### src/rtl/sbsram_pkg.sv
package sbsram_pkg;
  typedef enum logic [1:0] {
    CYC_IDLE  = 2'd0,
    CYC_READ  = 2'd1,
    CYC_WRITE = 2'd2
  } cyc_e;
endpackage

### src/rtl/sbsram_in_stage.sv
module sbsram_in_stage
  import sbsram_pkg::*;
#(
  parameter int ADDR_W = 10,
  parameter int LANES  = 4,
  parameter int LANE_W = 8,
  localparam int DATA_W = LANES * LANE_W
) (
  input  logic              clk,
  input  logic              rst,
  input  logic              sleep,
  input  logic              sel,
  input  logic              proc_start,
  input  logic [ADDR_W-1:0] addr,
  input  logic              gw_n,
  input  logic              bwe_n,
  input  logic [LANES-1:0]  bw_n,
  input  logic [DATA_W-1:0] wdata,
  output cyc_e              s1_kind,
  output logic [ADDR_W-1:0] s1_addr,
  output logic [LANES-1:0]  s1_mask,
  output logic [DATA_W-1:0] s1_wdata
);
  logic [LANES-1:0] mask_c;
  cyc_e             kind_c;

  for (genvar i = 0; i < LANES; i++) begin : g_lane_mask
    assign mask_c[i] = ~gw_n | (~bwe_n & ~bw_n[i]);
  end

  always_comb begin
    if (sleep || !sel)                  kind_c = CYC_IDLE;
    else if (proc_start || mask_c == '0) kind_c = CYC_READ;
    else                                kind_c = CYC_WRITE;
  end

  always_ff @(posedge clk) begin
    if (rst) begin
      s1_kind <= CYC_IDLE;
      s1_mask <= '0;
    end else begin
      s1_kind <= kind_c;
      s1_mask <= (kind_c == CYC_WRITE) ? mask_c : '0;
    end
    s1_addr  <= addr;
    s1_wdata <= wdata;
  end


  proc_read_chk: assert property (@(posedge clk) disable iff (rst)
    (sel && !sleep && proc_start) |=> (s1_kind == CYC_READ && s1_mask == '0))
    else $error("processor-opened first cycle was not a read");
endmodule

### config.mk
export PLATFORM = sky130hd
export DESIGN_NAME = sbsram_in_stage
export DESIGN_NICKNAME = d
export VERILOG_FILES = /design/src/rtl/sbsram_pkg.sv /design/src/rtl/sbsram_in_stage.sv
export SDC_FILE = /design/constraint.sdc
export NUM_CORES = 1
export LEC_CHECK = 0
export BUFFER_PORTS_ARGS = -buffer_cell sky130_fd_sc_hd__buf_2
export CAP_MARGIN = 40
export CORE_ASPECT_RATIO = 0.6
export CORE_MARGIN = 1
export CORE_UTILIZATION = 34
export CTS_CLUSTER_SIZE = 20
export DETAILED_ROUTE_END_ITERATION = 12
export HOLD_SLACK_MARGIN = 0.05
export PLACE_DENSITY = 0.82
export SETUP_SLACK_MARGIN = 0.1
export SLEW_MARGIN = 20
export SYNTH_ARGS = -nofsm -noshare
export SYNTH_HDL_FRONTEND = slang
export SYNTH_SLANG_ARGS = --single-unit
### constraint.sdc
create_clock -name clk -period 1.1 [get_ports clk]
set_input_delay 0.22 -clock clk [delete_from_list [all_inputs] [get_ports clk]]
set_output_delay 0.22 -clock clk [all_outputs]
set_load 0.01 [all_outputs]
==> metrics.yaml, run 1 <==
syn-num-nets: 117
start_util_pct: 36.3
cts_made_buffers: 5
timing.final.crit_period_ps: 973
worstSetupStartpointType: "flip-flop"
async_reset_ff_share_pct: 0
yosysSeqAreaShare_pct: 90.9
drv_slew: 0
synth.cell_area_um2: 1060
path_cells: "buf_2"
cts_setup_buffers: 0
cts_root_buffer: "clkbuf_8"
min_period_over_period_pct: 88.5
holdCritPathClass: "input pin to flip-flop"
relSlewSlack_pct: 89.3
synth_cell_types: 9
yosys-top-cells-count: "48 x dfxtp_1, 4 x and2_1, 4 x o21ai_0, 3 x nor2_1"
grt_pass1_wl_um: 4060
p_per_area_nw_per_um2: 1520
tns_ps: 0
place_inst: 206
whs_ps: 224
synth_edf_count: 0
core_area_um2: 2910
outcome: "complete, no violations"
hold_viol_final: 0
ir_drop_uv: 1190
dieArea_um2: 3340
cts_max_level: 2
critPathMaxStageDelay_ps: 330
synth_seq_cells: 48
p_total_mw: 3.25
portBuffers: 100
num_antenna_cells: 0
cp.arrival_ps: 750
hold_depth: 3
power_switching_uw: 690
fmax_mhz: 1030
yosys.area.top_type_share_pct: 90.9
p_comb_share_pct: 11.3
p_int_mw: 2.56
avgRoutedWirePerCell_um: 12.1
grt_util_all_layers_pct: 17.7
leakagePower_nw: 1.07
io_pins: 101
path_max_fanout: 1
antenna_found_initial: 0
grt_max_degree: 15
clk_pin_slew_worst_paths_ps: 80
maxCapViolations: 0
cts_tree: "done"
clock_sinks: 48
power_frac_seq_pct: 56.9
synth_top_cell_by_area: "dfxtp_1"
path_delay_family: "flip-flops"
syn_to_final_growth_pct: 102
pwr-share-clk_pct: 31.8
antenna_left: 0
startpoint: "s1_wdata[26]$_DFF_P_"
stdcell_count: 256
swShare_pct: 21.3
fin_nets: 266
syn_inst: 64
grt_pass1_vias: 988
die_h_um: 45.2
num_rows: 15
drtIter0Drc: 18
gp_congestion: 0.646
ys.flop_type: "dfxtp_1"
slowest_stage: "dfxtp_1"
die_w_um: 74.0
rsz0062_at_grt: "true"
drive_above_1_share_pct: 53.3
critPathKind: "flip-flop to output port"
critPathRequiredTime_ps: 880
syn_avg_cell_area_um2: 16.5
critPathBufInv: 1
viasPerCell: 3.95
wirelength_um: 3100
dp_hpwl_um: 1550
yosysMostFrequentCell: "dfxtp_1"
drc: 0
clockBufferDepth: 2
tightest_slew_ps: 160
setup_viol: 0
drt_pre_antenna_iters: 4
hold_start: "rst"
grt.overflow.total: 0
dr_total_vias: 1012
fin_util_pct: 73.4
endpoint_kind: "output port"
ys_warn_count: 0
nFillCells: 186
synthTopCellsByArea: "dfxtp_1 91%, and2_1 2.4%, o21ai_0 1.9%"
whs_endpoint: "s1_kind[0]$_SDFF_PP0_"
[worst max-delay path by stage]
stage               cells after the start  slack [ps]               endpoint
finish                                  1         130           s1_wdata[26]
floorplan                               3         220  s1_mask[0]$_SDFF_PP0_
global placement                        4          80  s1_mask[3]$_SDFF_PP0_
CTS                                     1         130            s1_wdata[9]
global route                            1         100           s1_wdata[24]
detailed placement                      4          60  s1_mask[3]$_SDFF_PP0_
[kinds of logic (layout without fill, tap and decap cells)]
family / Yosys count / in the layout / share of synthesized area [%]
and+or+nand+nor: 11 / 11 / 6.75
buffers and inverters: 0 / 150 / 0
AOI/OAI and AO/OA: 5 / 5 / 2.37
DFF: 48 / 48 / 90.9
[layout by cell type (no fill, tap or decap)]
cell and n:
dlygate4sd3_1 42, nor2b_1 1, dfxtp_2 4, a21oi_1 1, buf_6 1, and2_1 4, nor2_4 1, buf_2 99
clkinv_2 2, o21ai_0 4, dfxtp_1 44, clkbuf_8 6, nand4_1 1, nor2_1 3, or3b_4 1
[cell type report]
cell class	count	area [µm²]	area share (%)
flip-flops and latches	48	966	45.3
repair buffers	142	927	43.4
multi-input cells	16	96.3	4.51
clock buffers	6	82.6	3.87
well taps	42	52.6	2.46
clock inverters	2	10.0	0.469
[stage by stage]
stage	worst slack, ps	instance area (µm²)
global placement	84.1	1610
CTS	131	2120
global route	97.7	2130
detailed placement	64.7	1610
floorplan	220	1060
finish	127	2130
[per-layer routing]
metal / share of wire (%) / GRT usage (%) / wire [µm] / up-vias
met3: 14 / 11.6 / 441 / 5
met5: 0 / 0 / 0 / -
met1: 42 / 18.0 / 1300 / 442
met4: 0.94 / 8.08 / 29 / 0
met2: 43 / 28.9 / 1320 / 67
li1: - / - / - / 498
[what timing repair did]
item | 4_1_cts | 5_1_grt
resized for setup | 0 | 5
hold buffers | 42 | 0
hold endpoints to repair | 42 | 0
setup endpoints to repair | 0 | 5
[power groups by stage]
stage | Combinational (mW) | Clock (mW) | Sequential [mW]
after CTS | 0.355 | 1.06 | 1.84
after floorplan | 0.0157 | 0 | 1.93
final | 0.367 | 1.03 | 1.85
after detailed placement | 0.242 | 0 | 1.88
after global placement | 0.236 | 0 | 1.88
after global routing | 0.396 | 1.12 | 1.85
[flip-flops by register name (all words and copies together) (netlist names)]
signal	count
s1_wdata	32
s1_addr	10
s1_mask	4
s1_kind	2
Note: power is estimated with default switching activity, not from simulation.
==> run 2: changes to the inputs <==
--- a/config.mk
+++ b/config.mk
@@ -5,15 +5,16 @@
 export SDC_FILE = /design/constraint.sdc
 export NUM_CORES = 1
 export LEC_CHECK = 0
-export BUFFER_PORTS_ARGS = -buffer_cell sky130_fd_sc_hd__buf_2
 export CAP_MARGIN = 40
 export CORE_ASPECT_RATIO = 0.6
 export CORE_MARGIN = 1
-export CORE_UTILIZATION = 34
+export CORE_UTILIZATION = 40
 export CTS_CLUSTER_SIZE = 20
 export DETAILED_ROUTE_END_ITERATION = 12
+export DONT_BUFFER_PORTS = 1
+export GPL_TIMING_DRIVEN = 1
 export HOLD_SLACK_MARGIN = 0.05
-export PLACE_DENSITY = 0.82
+export PLACE_DENSITY = 0.6
 export SETUP_SLACK_MARGIN = 0.1
 export SLEW_MARGIN = 20
 export SYNTH_ARGS = -nofsm -noshare
==> metrics.yaml, run 2 (synthesized netlist as in run 1, its figures left out) <==
antenna_found_initial: 0  # unchanged
portBuffers: 0  # -100%
timing.final.crit_period_ps: 896  # -77.7 ps
viasPerCell: 4.61  # +17%
antenna_left: 0  # unchanged
hold_viol_final: 0  # unchanged
cts_root_buffer: "clkbuf_8"
dp_slack_ps: 177  # +112 ps
grt_max_degree: 14  # -1
multi_input_area_um2: 96.3  # unchanged
dieArea_um2: 2860  # -14%
path_max_fanout: 1  # unchanged
cts_setup_buffers: 0  # unchanged
cts_max_level: 2  # unchanged
largest_register_ffs: 32  # unchanged
holdCritPathClass: "input pin to flip-flop"
leakagePower_nw: 0.660  # -38%
wirelength_um: 2110  # -32%
clockBufferDepth: 2  # unchanged
layout_commonest_cell: "dfxtp_1"
ir_drop_uv: 999  # -16%
fmax_mhz: 1120  # +8.7%
nFillCells: 183  # -1.6%
endpoint_kind: "output port"
syn_to_final_growth_pct: 52.7
critPathRequiredTime_ps: 880  # about the same
layout_common_cells: "48 x dfxtp_1, 42 x dlygate4sd3_1, 7 x clkbuf_8, 4 x o21ai_0, 4 x and2_1"
cts_tree: "done"
die_w_um: 68.4  # -7.6%
reg_top3: "s1_wdata: 32 flops, s1_addr: 10 flops, s1_mask: 4 flops"
avgRoutedWirePerCell_um: 14.5  # +20%
drt_pre_antenna_iters: 4  # unchanged
postCtsResizedCells: 0  # unchanged
num_antenna_cells: 0  # unchanged
cp.arrival_ps: 680  # -70 ps
outcome: "complete, no violations"
gp_congestion: 0.681  # +5.5%
rsz0062_at_grt: "false"
top_register: "s1_wdata"
fin_nets: 166  # -38%
tns_ps: 0  # unchanged
drtIter0Drc: 4  # -14
die_h_um: 41.8  # -7.5%
num_rows: 14  # -1
drc: 0  # unchanged
setup_viol: 0  # unchanged
dr_total_vias: 668  # -34%
clock_sinks: 48  # unchanged
maxCapViolations: 0  # unchanged
tightest_slew_ps: 155  # -5.36 ps
start_util_pct: 42.2  # +5.9 points
relSlewSlack_pct: 89.6  # +0.34 points
core_area_um2: 2500  # -14%
clk_pin_slew_worst_paths_ps: 70  # about the same
hold_buffers: 42  # unchanged
io_pins: 101  # unchanged
cts_made_buffers: 5  # unchanged
critPathKind: "flip-flop to output port"
drive_above_1_share_pct: 7.96  # -45 points
timing.final.ws_setup_ps: 204  # +77.7 ps
p_per_area_nw_per_um2: 1910  # +26%
grt_util_all_layers_pct: 14.5  # -3.2 points
grt.overflow.total: 0  # unchanged
grt_pass1_vias: 672  # -32%
grt_pass1_wl_um: 2790  # -31%
worstSetupStartpointType: "flip-flop"
drv_slew: 0  # unchanged
regArea_um2: 961  # -0.52%
min_period_over_period_pct: 81.4  # -7.1 points
-- run 2: cell types whose count changed in the layout (fill, tap and decap cells not counted) --
cell      change
dfxtp_1       +4
buf_6         -1
clkinv_2      -2
clkbuf_8      +1
buf_2        -99
dfxtp_2       -4
-- run 2: final cells by class --
| class | count | share of cell area [%] |
|---|---|---|
| clock buffer | 7 | 5.97 |
| multi-input combinational | 16 | 5.97 |
| sequential | 48 | 59.5 |
| tap | 32 | 2.48 |
| timing repair buffer | 42 | 26.0 |
-- run 2: report_power, final --
part / switching, mW / internal (mW) / leakage [nW] / total [mW]
logic: 0.0267 / 0.108 / 0.206 / 0.135
clock network: 0.490 / 0.559 / 0.0503 / 1.05
registers: 0.0806 / 1.83 / 0.403 / 1.91
-- run 2: worst paths after layout --
path               endpoint            startpoint  slack [ps]  cells after the start
max            s1_wdata[28]  s1_wdata[28]$_DFF_P_         200                      0
min   s1_mask[0]$_SDFF_PP0_            proc_start         120                      2
-- run 2: per-layer routing --
layer,track usage [%],up-vias,share of wire (%)
met2,24.3,62,48
li1,-,297,-
met4,9.58,0,1.5
met3,8.79,4,12
met1,12.6,305,38
met5,0,-,0
-- run 2: stage by stage --
step / std cells / instance area, µm² / hold slack (ps) / power [mW] / util, %
after floorplan: 64 / 1060 / 248 / 1.95 / -
after global placement: 96 / 1100 / 248 / 1.96 / 43.8
after detailed placement: 96 / 1100 / 248 / 1.96 / 43.8
after CTS: 145 / 1610 / 113 / 3.10 / 64.4
after global routing: 145 / 1610 / 118 / 3.20 / 64.4
final: 145 / 1610 / 123 / 3.09 / 64.4
==> run 3: changes to the inputs <==
--- a/config.mk
+++ b/config.mk
@@ -14,7 +14,7 @@
 export DONT_BUFFER_PORTS = 1
 export GPL_TIMING_DRIVEN = 1
 export HOLD_SLACK_MARGIN = 0.05
-export PLACE_DENSITY = 0.6
+export PLACE_DENSITY = 0.62
 export SETUP_SLACK_MARGIN = 0.1
 export SLEW_MARGIN = 20
 export SYNTH_ARGS = -nofsm -noshare
==> constraint.sdc (replaced) <==
create_clock -name clk -period 0.8 [get_ports clk]
set_input_delay 0.16 -clock clk [delete_from_list [all_inputs] [get_ports clk]]
set_output_delay 0.16 -clock clk [all_outputs]
set_load 0.01 [all_outputs]
==> metrics.yaml, run 3 (synthesized netlist as in run 1, its figures left out) <==
grt_pass1_vias: 627  # -6.7%
grt_util_all_layers_pct: 14.4  # -0.050 points
tns_ps: 0  # unchanged
start_util_pct: 42.2  # unchanged
regArea_um2: 1020  # +6.3%
drv_slew: 0  # unchanged
gp_congestion: 0.625  # -8.3%
grt_max_degree: 14  # unchanged
drc: 0  # unchanged
core_area_um2: 2500  # unchanged
top_register: "s1_wdata"
hold_viol_final: 0  # unchanged
path_max_fanout: 1  # unchanged
min_period_over_period_pct: 99.6
hold_buffers: 42  # unchanged
dr_total_vias: 649  # -2.8%
num_rows: 14  # unchanged
cts_root_buffer: "clkbuf_8"
tightest_slew_ps: 153  # -2.19 ps
fin_util_pct: 66.8  # +2.4 points
portBuffers: 0  # unchanged
cts_max_level: 2  # unchanged
clock_sinks: 48  # unchanged
syn_to_final_growth_pct: 58.3
avgRoutedWirePerCell_um: 14.1  # -2.8%
grt.overflow.total: 0  # unchanged
layout_common_cells: "48 x dfxtp_2, 42 x dlygate4sd3_1, 7 x clkbuf_8, 4 x o21ai_0, 4 x and2_1"
drtIter0Drc: 20  # +16
critPathKind: "flip-flop to output port"
dieArea_um2: 2860  # unchanged
fin_nets: 166  # unchanged
cts_made_buffers: 5  # unchanged
die_h_um: 41.8  # unchanged
endpoint_kind: "output port"
fmax_mhz: 1260
critPathRequiredTime_ps: 640  # -240 ps
viasPerCell: 4.48  # -2.8%
cp.arrival_ps: 640  # -40 ps
wirelength_um: 2050  # -2.8%
setup_viol: 0  # unchanged
maxCapViolations: 0  # unchanged
reg_top3: "s1_wdata: 32 flops, s1_addr: 10 flops, s1_mask: 4 flops"
leakagePower_nw: 0.663  # +0.53%
grt_pass1_wl_um: 2820  # +0.75%
drt_pre_antenna_iters: 2  # -2
outcome: "complete, no violations"
cts_tree: "done"
cts_setup_buffers: 0  # unchanged
dp_hpwl_um: 1170
ir_drop_uv: 1450  # +45%
relSlewSlack_pct: 89.7  # about the same
clockBufferDepth: 2  # unchanged
io_pins: 101  # unchanged
nFillCells: 186  # +1.6%
antenna_left: 0  # unchanged
die_w_um: 68.4  # unchanged
whs_ps: 55.3  # -68.2 ps
multi_input_area_um2: 96.3  # unchanged
drive_above_1_share_pct: 50.4  # +42 points
timing.final.crit_period_ps: 797
num_antenna_cells: 0  # unchanged
worstSetupStartpointType: "flip-flop"
holdCritPathClass: "input pin to flip-flop"
largest_register_ffs: 32  # unchanged
rsz0062_at_grt: "true"
antenna_found_initial: 0  # unchanged
p_per_area_nw_per_um2: 2540  # +33%
layout_commonest_cell: "dfxtp_2"
clk_pin_slew_worst_paths_ps: 80  # about the same
==> run 3: metrics by stage <==
| stage | area, µm² | power (mW) | cells | setup WS (ps) |
|---|---|---|---|---|
| finish | 1670 | 4.26 | 145 | 3.32 |
| CTS | 1670 | 4.29 | 145 | -8.18 |
| global route | 1670 | 4.44 | 145 | -28.8 |
| global placement | 1100 | 2.70 | 96 | -46.2 |
| detailed placement | 1100 | 2.70 | 96 | -53.7 |
| floorplan | 1060 | 2.68 | 64 | -19.3 |
==> run 3: where the power goes <==
group          leakage [nW]  internal (mW)  switching (mW)  total, mW
Clock                0.0503          0.768           0.658       1.43
Sequential            0.406           2.54           0.109       2.64
Combinational         0.207          0.149          0.0369      0.186
==> run 3: repair_timing <==
action,in CTS,in global routing
pin swaps,0,0
gates resized for setup,48,0
hold endpoints to repair,46,3
setup endpoints to repair,48,48
==> run 3: final timing paths <==
path / startpoint / end / slack, ps / cells past startpoint
min: proc_start / s1_mask[1]$_SDFF_PP0_ / 60 / 2
max: s1_wdata[27]$_DFF_P_ / s1_wdata[27] / 3 / 0
==> run 3: area by class of cell <==
| cell class | instances | area share, % |
|---|---|---|
| clock buffer | 7 | 5.75 |
| sequential | 48 | 61.0 |
| tap | 32 | 2.39 |
| multi-input combinational | 16 | 5.75 |
| timing repair buffer | 42 | 25.1 |
==> run 3: per-layer routing <==
layer | global-route usage [%] | wire length (µm) | up-vias
met3 | 9.34 | 298 | 2
met2 | 23.5 | 1020 | 59
li1 | - | - | 297
met1 | 14.2 | 721 | 291
met5 | 0 | 0 | -
met4 | 6.25 | 11 | 0
